<file path="src/rtl/acc_cpu_pkg.sv">
package acc_cpu_pkg;

    localparam int OPC_W  = 8;
    localparam int BR_FWD = 2;
    localparam int BR_BWD = 3;

    typedef enum logic [2:0] {
        ST_FETCH = 3'b001,
        ST_EXEC  = 3'b010,
        ST_HALT  = 3'b100
    } cpu_state_e;

    typedef enum logic [4:0] {
        OP_LDA, OP_STA, OP_ADD, OP_SUB, OP_AND, OP_OR, OP_XOR,
        OP_ADDI,
        OP_JMP, OP_JSR, OP_BEQF, OP_BEQB, OP_BNEF, OP_BNEB,
        OP_SHL, OP_SHR, OP_SHL4, OP_ROL, OP_ROR,
        OP_LDAR, OP_DEC, OP_CLR, OP_INV, OP_HLT
    } op_e;

endpackage

</file>
<file path="src/rtl/acc_cpu_decode.sv">
module acc_cpu_decode
    import acc_cpu_pkg::*;
(
    input  logic [OPC_W-1:0] ir,
    output op_e              op,
    output logic             uses_operand
);
    always_comb begin
        op           = OP_CLR;
        uses_operand = 1'b0;
        if (ir[7:5] != 3'b111) begin
            uses_operand = 1'b1;
            unique case (ir[7:5])
                3'd0:    op = OP_LDA;
                3'd1:    op = OP_STA;
                3'd2:    op = OP_ADD;
                3'd3:    op = OP_SUB;
                3'd4:    op = OP_AND;
                3'd5:    op = OP_OR;
                default: op = OP_XOR;
            endcase
        end else if (ir[4] == 1'b0) begin
            op = OP_ADDI;
        end else begin
            unique case (ir[3:0])
                4'h0: op = OP_JMP;
                4'h1: op = OP_JSR;
                4'h2: op = OP_BEQF;
                4'h3: op = OP_BEQB;
                4'h4: op = OP_BNEF;
                4'h5: op = OP_BNEB;
                4'h6: op = OP_SHL;
                4'h7: op = OP_SHR;
                4'h8: op = OP_SHL4;
                4'h9: op = OP_ROL;
                4'hA: op = OP_ROR;
                4'hB: op = OP_LDAR;
                4'hC: op = OP_DEC;
                4'hD: op = OP_CLR;
                4'hE: op = OP_INV;
                4'hF: op = OP_HLT;
            endcase
        end
    end
endmodule

</file>
<file path="src/rtl/acc_cpu_alu.sv">
module acc_cpu_alu
    import acc_cpu_pkg::*;
#(
    parameter int ADDR_W = 5,
    parameter int DATA_W = 8
) (
    input  op_e               op,
    input  logic [DATA_W-1:0] acc,
    input  logic [DATA_W-1:0] rdata,
    input  logic [3:0]        imm,
    input  logic [ADDR_W-1:0] pc,
    output logic [DATA_W-1:0] acc_next,
    output logic              acc_load
);
    always_comb begin
        acc_next = acc;
        acc_load = 1'b1;
        unique case (op)
            OP_LDA, OP_LDAR: acc_next = rdata;
            OP_ADD:  acc_next = acc + rdata;
            OP_SUB:  acc_next = acc - rdata;
            OP_AND:  acc_next = acc & rdata;
            OP_OR:   acc_next = acc | rdata;
            OP_XOR:  acc_next = acc ^ rdata;
            OP_ADDI: acc_next = acc + DATA_W'(imm);
            OP_JSR:  acc_next = DATA_W'(pc);
            OP_SHL:  acc_next = acc << 1;
            OP_SHR:  acc_next = acc >> 1;
            OP_SHL4: acc_next = acc << 4;
            OP_ROL:  acc_next = {acc[DATA_W-2:0], acc[DATA_W-1]};
            OP_ROR:  acc_next = {acc[0], acc[DATA_W-1:1]};
            OP_DEC:  acc_next = acc - DATA_W'(1);
            OP_CLR:  acc_next = '0;
            OP_INV:  acc_next = ~acc;
            default: acc_load = 1'b0;
        endcase
    end
endmodule

</file>
<file path="src/rtl/acc_cpu_pcgen.sv">
module acc_cpu_pcgen
    import acc_cpu_pkg::*;
#(
    parameter int ADDR_W = 5,
    parameter int DATA_W = 8
) (
    input  op_e               op,
    input  logic [ADDR_W-1:0] pc,
    input  logic [DATA_W-1:0] acc,
    output logic [ADDR_W-1:0] pc_next,
    output logic              pc_load
);
    logic acc_zero;
    assign acc_zero = (acc == '0);

    always_comb begin
        pc_next = pc;
        pc_load = 1'b0;
        unique case (op)
            OP_JMP, OP_JSR: begin
                pc_next = acc[ADDR_W-1:0];
                pc_load = 1'b1;
            end
            OP_BEQF: begin
                pc_next = pc + ADDR_W'(BR_FWD);
                pc_load = acc_zero;
            end
            OP_BEQB: begin
                pc_next = pc - ADDR_W'(BR_BWD);
                pc_load = acc_zero;
            end
            OP_BNEF: begin
                pc_next = pc + ADDR_W'(BR_FWD);
                pc_load = !acc_zero;
            end
            OP_BNEB: begin
                pc_next = pc - ADDR_W'(BR_BWD);
                pc_load = !acc_zero;
            end
            default: pc_load = 1'b0;
        endcase
    end
endmodule

</file>
<file path="src/rtl/acc_cpu_ctrl.sv">
module acc_cpu_ctrl
    import acc_cpu_pkg::*;
(
    input  logic       clk,
    input  logic       rst,
    input  logic       run_en,
    input  logic       is_halt_op,
    output cpu_state_e state_q
);
    cpu_state_e state_d;

    always_comb begin
        state_d = state_q;
        unique case (state_q)
            ST_FETCH: state_d = ST_EXEC;
            ST_EXEC:  state_d = is_halt_op ? ST_HALT : ST_FETCH;
            ST_HALT:  state_d = ST_HALT;
            default:  state_d = ST_FETCH;
        endcase
    end

    always_ff @(posedge clk) begin
        if (rst) begin
            state_q <= ST_FETCH;
        end else if (run_en) begin
            state_q <= state_d;
        end
    end
endmodule

</file>
<file path="src/rtl/acc_cpu.sv">
module acc_cpu
    import acc_cpu_pkg::*;
#(
    parameter int ADDR_W = 5,
    parameter int DATA_W = 8
) (
    input  logic              clk,
    input  logic              rst,
    input  logic              run_en,
    output logic [ADDR_W-1:0] mem_addr,
    output logic [DATA_W-1:0] mem_wdata,
    output logic              mem_we,
    input  logic [DATA_W-1:0] mem_rdata,
    output logic              halted
);
    cpu_state_e        state_q;
    logic [ADDR_W-1:0] pc_q;
    logic [OPC_W-1:0]  ir_q;
    logic [DATA_W-1:0] acc_q;

    op_e               op;
    logic              uses_operand;
    logic [DATA_W-1:0] acc_next;
    logic              acc_load;
    logic [ADDR_W-1:0] pc_next;
    logic              pc_load;

    acc_cpu_decode u_dec (
        .ir           (ir_q),
        .op           (op),
        .uses_operand (uses_operand)
    );

    acc_cpu_alu #(.ADDR_W(ADDR_W), .DATA_W(DATA_W)) u_alu (
        .op       (op),
        .acc      (acc_q),
        .rdata    (mem_rdata),
        .imm      (ir_q[3:0]),
        .pc       (pc_q),
        .acc_next (acc_next),
        .acc_load (acc_load)
    );

    acc_cpu_pcgen #(.ADDR_W(ADDR_W), .DATA_W(DATA_W)) u_pc (
        .op      (op),
        .pc      (pc_q),
        .acc     (acc_q),
        .pc_next (pc_next),
        .pc_load (pc_load)
    );

    acc_cpu_ctrl u_ctrl (
        .clk        (clk),
        .rst        (rst),
        .run_en     (run_en),
        .is_halt_op (op == OP_HLT),
        .state_q    (state_q)
    );

    // datapath registers
    always_ff @(posedge clk) begin
        if (rst) begin
            pc_q  <= '0;
            ir_q  <= '0;
            acc_q <= '0;
        end else if (run_en) begin
            unique case (state_q)
                ST_FETCH: begin
                    ir_q <= mem_rdata;
                    pc_q <= pc_q + ADDR_W'(1);
                end
                ST_EXEC: begin
                    if (acc_load) acc_q <= acc_next;
                    if (pc_load)  pc_q  <= pc_next;
                end
                default: ;
            endcase
        end
    end

    // outputs
    always_comb begin
        mem_addr = pc_q;
        mem_we   = 1'b0;
        unique case (state_q)
            ST_FETCH: mem_addr = pc_q;
            ST_EXEC: begin
                if (uses_operand) begin
                    mem_addr = ir_q[ADDR_W-1:0];
                end else if (op == OP_LDAR) begin
                    mem_addr = acc_q[ADDR_W-1:0];
                end
                mem_we = run_en && (op == OP_STA);
            end
            default: mem_addr = pc_q;
        endcase
    end

    assign mem_wdata = acc_q;
    assign halted    = (state_q == ST_HALT);

endmodule

</file>
<file path="config.mk">
export PLATFORM = sky130hd
export DESIGN_NAME = acc_cpu
export DESIGN_NICKNAME = d
export VERILOG_FILES = /design/src/rtl/acc_cpu_pkg.sv /design/src/rtl/acc_cpu_decode.sv /design/src/rtl/acc_cpu_alu.sv /design/src/rtl/acc_cpu_pcgen.sv /design/src/rtl/acc_cpu_ctrl.sv /design/src/rtl/acc_cpu.sv
export SDC_FILE = /design/constraint.sdc
export NUM_CORES = 1
export LEC_CHECK = 0
export BUFFER_PORTS_ARGS = -buffer_cell sky130_fd_sc_hd__buf_4
export CAP_MARGIN = 30
export CORE_ASPECT_RATIO = 0.6
export CORE_MARGIN = 4
export CORE_UTILIZATION = 55
export DETAILED_ROUTE_END_ITERATION = 10
export PLACE_DENSITY = 0.77
export SLEW_MARGIN = 5
export SYNTH_ARGS = -nofsm -noshare
export SYNTH_HDL_FRONTEND = slang
export SYNTH_SLANG_ARGS = --single-unit
</file>
<file path="constraint.sdc">
create_clock -name clk -period 3.5 [get_ports clk]
set_clock_uncertainty 0.2 [all_clocks]
set_input_delay 0.35 -clock clk [delete_from_list [all_inputs] [get_ports clk]]
set_output_delay 0.35 -clock clk [all_outputs]
set_load 0.01 [all_outputs]
</file>
* Yosys cells after proc, flatten, opt, wreduce, memory -nomap -nowiden
Memories as Yosys holds them, arrays and structs flattened. A register that Yosys moved wholly into a read port is not among the register bits.
Index checks and enable logic that the tools add are counted.
** Storage, ports and cells
- Logic and storage cells :: 85
- Memories kept :: 1
- Bits in read-only memories :: 80
- Register bits after elaboration :: 24
- Output and inout port bits :: 15
- Bits of input ports :: 11
** Operators by class
- Equality and inequality tests :: 34
- Bitwise logic cells :: 4
- Reductions and logical operators :: 17
- Add/subtract/negate cells :: 7
- Multiplexer cells :: 18
** Memories
- (name not given) :: depth 16, bits a word 5, rd ports 1, clocked after Yosys merged registers in 1, wr ports 0, RTL line acc_cpu_decode.sv:25 : unique case (ir[3:0])
** Operator list (count)
- 8-bit case mux with 16 select lines :: 1
- 5-bit by 4-bit == test with 1-bit output (second input constant) :: 8
- 5-bit == test (second input constant) :: 8
- 5-bit two-way mux :: 6
- 5-bit by 3-bit == test with 1-bit output (second input constant) :: 4
- 3-bit case mux with 6 select lines :: 1
- 17-bit OR reduction :: 1
- 16-bit nonzero test :: 1
- 5-bit case mux with 3 select lines :: 1
- 2-bit OR reduction :: 6
- 5-bit by 2-bit == test with 1-bit output (second input constant) :: 2
- 5-bit case mux with 2 select lines :: 1
- 3-bit by 2-bit == test with 1-bit output (second input constant) :: 3
- 3-bit == test (second input constant) :: 3
- 3-bit case mux with 3 select lines :: 1
- 8-bit by 4-bit adder with 8-bit output :: 1
- 8-bit adder :: 1
- 8-bit AND :: 1
- 8-bit logical NOT :: 1
- 4-bit two-way mux :: 2
- 8-bit inverter :: 1
- 8-bit bitwise OR :: 1
- 4-bit AND reduction :: 2
- 8-bit by 1-bit subtractor with 8-bit output (second input constant) :: 1
- 19 further kinds :: 22

* Depth between registers and ports, before layout
- Word-level depth :: 8
- Gate-level depth with buffers :: 15
- Gate-level depth less buffers :: 14

* Cells and area by module
From an unflattened synthesis, not the netlist that was laid out.
** Second synthesis, totals
- Cells, all modules :: 441
- Area total of the unflattened synthesis :: 3340.7 um^2
** By module, submodules not included
- acc_cpu_alu :: cells an instance 237, instances 1, seq. area each 0.0 um^2, area each 1687.9 um^2
- acc_cpu :: cells an instance 115, instances 1, seq. area each 420.4 um^2, area each 1056.0 um^2
- acc_cpu_pcgen :: cells an instance 62, instances 1, seq. area each 0.0 um^2, area each 384.1 um^2
- acc_cpu_ctrl :: cells an instance 15, instances 1, seq. area each 60.1 um^2, area each 143.9 um^2
- acc_cpu_decode :: cells an instance 12, instances 1, seq. area each 0.0 um^2, area each 68.8 um^2

* Least setup slack after synthesis
No wires, ideal clock.
- Path kind :: flip-flop to flip-flop
- From :: register ir_q[7]
- To :: register acc_q[7] (netlist: mem_wdata[7])
- Cell stages (with the launch flop) :: 15
- Data required time :: 3.184 ns
- Slack :: -0.305 ns
- Library setup time :: 0.116 ns
- Buffers on the path :: 1
- Data arrival time :: 3.489 ns
- Clock period less this slack :: 3.805 ns
- Cells stage by stage :: dfxtp_1 -> and4_1 -> buf_4 -> and2_1 -> nor3b_2 -> nor2_1 -> a31o_2 -> inv_1 -> ha_1 -> a21o_1 -> a41o_1 -> o41ai_1 -> xnor3_1 -> a2111o_1 -> a41o_1
** Between the ends
- Longest elaborated chain between the ends :: 7
- Elaborated cells on any way between the ends :: 32
- Classes of those cells :: eq/ne: 22; mux: 4; reduce/logical: 6
** Ends and longest elaborated chain
- start: declaration :: RTL line acc_cpu.sv:18 : logic [OPC_W-1:0] ir_q;
- start signal: assignment :: RTL line acc_cpu.sv:69 : ir_q <= mem_rdata;
- 3-bit == test (tied with other cells) :: RTL line acc_cpu_decode.sv:13 : unique case (ir[7:5])
- 3-bit case mux with 6 select lines :: RTL line acc_cpu_decode.sv:13
- 5-bit two-way mux (*) :: RTL line acc_cpu_decode.sv:11 : if (ir[7:5] != 3'b111) begin
- 5-bit == test (tied with other cells) :: RTL line acc_cpu_alu.sv:18 : unique case (op)
- 17-bit OR reduction (no line) or 2-bit OR reduction (tied branches)
- 1-bit two-way mux or 16-bit nonzero test (tied branches)
- 4-bit AND reduction (no line)
- end signal: assignment :: RTL line acc_cpu.sv:73 : if (acc_load) acc_q <= acc_next;
- end: declaration :: RTL line acc_cpu.sv:19 : logic [DATA_W-1:0] acc_q;
Every way passes the cells marked *; elsewhere a longest branch is shown, timed or not.
A chain may end at the register's enable or synchronous reset.

==> metrics.txt <==
# TYPE chip_impl_metric gauge
chip_impl_metric{name="syn-cell-area",unit="µm²"} 3220
chip_impl_metric{name="initial_utilization",unit=""} 0.573
chip_impl_metric{name="clock-sinks",unit=""} 29
chip_impl_metric{name="design_power_total",unit="mW"} 1.16
chip_impl_metric{name="setup_violating_endpoint_count_in_the_final_report",unit=""} 1
chip_impl_metric{name="post_cts_hold_buffer_count",unit=""} 0
chip_impl_info{name="clock_tree_from_tritoncts",value="yes"} 1
chip_impl_metric{name="dp_hpwl",unit="mm"} 8.77
chip_impl_metric{name="synth_seq_cells",unit=""} 29
chip_impl_metric{name="worst-slew-pin-transition",unit="ps"} 636
chip_impl_metric{name="maxCapViolations",unit=""} 0
chip_impl_metric{name="critPathRequiredTime",unit="ps"} 3500
chip_impl_info{name="yosys-top-cells-area",value="dfxtp_1 (18%), ha_1 (12%), nand2_1 (6.1%), a21oi_1 (5.3%), inv_1 (3.7%)"} 1
chip_impl_metric{name="clk-insertion-delay-late",unit="ps"} 300
chip_impl_metric{name="worst_setup_hold_path_clk_slew",unit="ps"} 80
chip_impl_metric{name="antenna-diode-count",unit=""} 0
chip_impl_metric{name="setup-tns-final",unit="ps"} -53.5
chip_impl_metric{name="placement_rows",unit=""} 21
chip_impl_metric{name="areaGrowthSynthToFinish",unit="%"} 23.4
chip_impl_metric{name="via_per_inst",unit=""} 6.68
chip_impl_metric{name="clock_path_buffers",unit=""} 2
chip_impl_metric{name="grt_overflow_total",unit=""} 0
chip_impl_info{name="rsz0062_at_grt",value="yes"} 1
chip_impl_metric{name="drt_first_pass_iters",unit=""} 6
chip_impl_metric{name="number_of_endpoints_with_negative_hold_slack_in_the_final_report",unit=""} 0
chip_impl_info{name="synthMostInstantiatedCell",value="nand2_1"} 1
chip_impl_metric{name="post_syn_nets",unit=""} 480
chip_impl_metric{name="wirelength",unit="mm"} 11.9
chip_impl_metric{name="port_buffers",unit=""} 25
chip_impl_metric{name="final.min_clock_period",unit="ps"} 3550
chip_impl_metric{name="die_y",unit="µm"} 67.3
chip_impl_metric{name="core-area",unit="µm²"} 5620
chip_impl_metric{name="register_area",unit="µm²"} 593
chip_impl_info{name="postSynth.topFlopCell",value="dfxtp_1"} 1
chip_impl_metric{name="final_antenna_net_count",unit=""} 0
chip_impl_metric{name="drc_errors",unit=""} 0
chip_impl_metric{name="max_clock_freq",unit="GHz"} 0.281
chip_impl_metric{name="dpl_worst_slack",unit="ps"} -56.7
chip_impl_metric{name="global_route.usage.total",unit=""} 0.322
chip_impl_info{name="synth.top_cells.by_count",value="nand2_1 (52), a21oi_1 (34), inv_1 (32)"} 1
chip_impl_metric{name="postSynth.asyncResetShare",unit=""} 0
chip_impl_info{name="setup.worst_path.class",value="reg2reg"} 1
chip_impl_metric{name="arrival",unit="ps"} 3550
chip_impl_info{name="clk_root_buffer_cell",value="clkbuf_8"} 1
chip_impl_metric{name="number_of_flops_mapped_to_enable_cells_by_yosys",unit=""} 0
chip_impl_info{name="run_status",value="complete, but fails checks"} 1
chip_impl_metric{name="yosys.cell_types.count",unit=""} 75
chip_impl_metric{name="critical_path_peak_fanout",unit=""} 4
chip_impl_metric{name="final_layout_size_suffix_gt1_frac",unit=""} 0.237
chip_impl_info{name="failed_checks",value="setup timing"} 1
chip_impl_info{name="start_kind",value="flip-flop"} 1
chip_impl_metric{name="htreeDepth",unit=""} 2
chip_impl_metric{name="fp.dieW",unit="µm"} 107
chip_impl_metric{name="grt_pass1_wl",unit="mm"} 17.8
chip_impl_metric{name="irDropWorstVdd",unit="mV"} 0.195
chip_impl_metric{name="slowest_delay",unit="ps"} 400
chip_impl_metric{name="first_global_vias",unit=""} 3281
chip_impl_info{name="synth_area_leader_cell",value="dfxtp_1"} 1
chip_impl_info{name="hold_path.class",value="in2reg"} 1
chip_impl_metric{name="initial_drc_count",unit=""} 626
chip_impl_metric{name="synthesis.instances",unit=""} 438
chip_impl_info{name="crit_chain",value="buf_4 > nor2_1 > nand4_1 > a21oi_1 > a21oi_1 > nor2_1 > a211oi_2 > ha_1 > nand3_2 > nand2_1 > a41o_1 > o41ai_2 > xnor3_1 > a2111o_1 > a41o_1"} 1
chip_impl_info{name="end_kind",value="flip-flop"} 1
chip_impl_metric{name="timing.hold.ws",unit="ps"} 129
chip_impl_info{name="crit_path_top_delay_cell",value="a21oi_1"} 1
chip_impl_metric{name="final.period_utilization",unit=""} 1.02
chip_impl_metric{name="synth_largest_type_area_fraction",unit=""} 0.180
chip_impl_metric{name="route.vias.total",unit=""} 3837
chip_impl_metric{name="nNetsFinal",unit=""} 535
chip_impl_metric{name="share_of_the_yosys_chip_area_belonging_to_registers",unit=""} 0.180
chip_impl_metric{name="wl_per_cell",unit="µm"} 20.7
chip_impl_metric{name="postLayoutSetupSlackWorst",unit="ps"} -53.5
chip_impl_metric{name="max_slew_margin",unit=""} 0.574
chip_impl_metric{name="fillers",unit=""} 475
chip_impl_metric{name="gp_congestion",unit=""} 1.02
chip_impl_metric{name="io_pins",unit=""} 26
chip_impl_metric{name="power_leakage",unit="nW"} 1.68
chip_impl_metric{name="avgSynthCellArea",unit="µm²"} 7.35
chip_impl_metric{name="synth_warnings",unit=""} 0
chip_impl_metric{name="power_density_cells",unit="nW/µm²"} 292
chip_impl_metric{name="antenna_found_initial",unit=""} 0
chip_impl_metric{name="multi_input_area",unit="µm²"} 2500
chip_impl_metric{name="slew_violations",unit=""} 0
chip_impl_metric{name="die-area",unit="µm²"} 7180
chip_impl_metric{name="grt_max_degree",unit=""} 18
chip_impl_metric{name="cts_made_buffers",unit=""} 5
==> critical path, delay by kind of cell (launching register included) <==
| family | cells | cell delay (ps) |
|---|---|---|
| simple gates | 5 | 610 |
| flops | 1 | 320 |
| xor+xnor | 1 | 250 |
| buf+inv | 1 | 130 |
| compound gates | 7 | 1680 |
| fa+ha+maj | 1 | 270 |
==> layout make-up <==
cell class / instances / area share
repair buffers: 71 / 0.135
clock inverters: 2 / 0.00945
inverters: 32 / 0.0302
clock buffers: 6 / 0.0208
multi-input cells: 354 / 0.630
well taps: 80 / 0.0252
flip-flops and latches: 29 / 0.149
==> final timing paths <==
kind                                        start                end  slack, ps  cells after the start
worst max-delay path                    flip-flop       mem_wdata[7]        -50                     15
worst min-delay path                 mem_rdata[7]            ir_q[7]        130                      3
worst max register to register          flip-flop       mem_wdata[7]        -50                     15
worst min register to register  u_ctrl.state_q[1]  u_ctrl.state_q[1]        340                      2
==> layout by cell type, fill, tap and decap left out, drive strengths merged, types with 6 or more instances in the layout <==
master | netlist | layout
nor3 | 17 | 17
nand2 | 52 | 52
o21ai | 25 | 25
a21oi | 36 | 36
ha | 30 | 30
buf | 10 | 71
nand3 | 9 | 9
xnor2 | 7 | 7
dfxtp | 29 | 29
a31oi | 10 | 10
a211oi | 6 | 6
nor2 | 32 | 32
mux2i | 6 | 6
o22ai | 9 | 9
a22oi | 8 | 8
inv | 32 | 32
nor2b | 8 | 8
clkbuf | 13 | 6
==> stage by stage <==
stage | utilization | cell area, µm² | instances
after detailed placement | 0.658 | 3700 | 558
after floorplan | - | 3240 | 438
after global routing | 0.706 | 3970 | 574
final | 0.706 | 3970 | 574
after CTS | 0.683 | 3840 | 568
after global placement | 0.658 | 3700 | 558
==> per-layer routing <==
metal  global-route usage  vias up  wire (µm)
met4               0.0542        0        268
met1                0.471     1767       4970
met2                0.467      301       4800
met3                0.104       35       1870
met5                    0        -          0
li1                     -     1734          -
==> repair_timing <==
item	CTS	global route
pin swaps	3	17
resized for setup	3	27
setup buffers	2	6
gates cloned	0	0
setup endpoints to repair	1	5
==> kinds of logic (layout without fill, tap and decap cells) <==
logic type | count (synthesis) | after routing | share of synthesized area
and+or+nand+nor | 156 | 156 | 0.249
AOI/OAI and AO/OA | 150 | 150 | 0.324
buffers and inverters | 55 | 111 | 0.0703
adders and majority gates | 31 | 31 | 0.123
DFF | 29 | 29 | 0.180
xor gates and xnor gates | 10 | 10 | 0.0315
muxes | 7 | 7 | 0.0222
==> where the power goes <==
part | leakage [nW] | internal, mW | switching [mW]
combinational | 1.39 | 0.162 | 0.212
clock | 0.0574 | 0.232 | 0.158
sequential | 0.239 | 0.352 | 0.0430
total | 1.68 | 0.746 | 0.413
No activity file was read; power rests on OpenSTA's default activity.
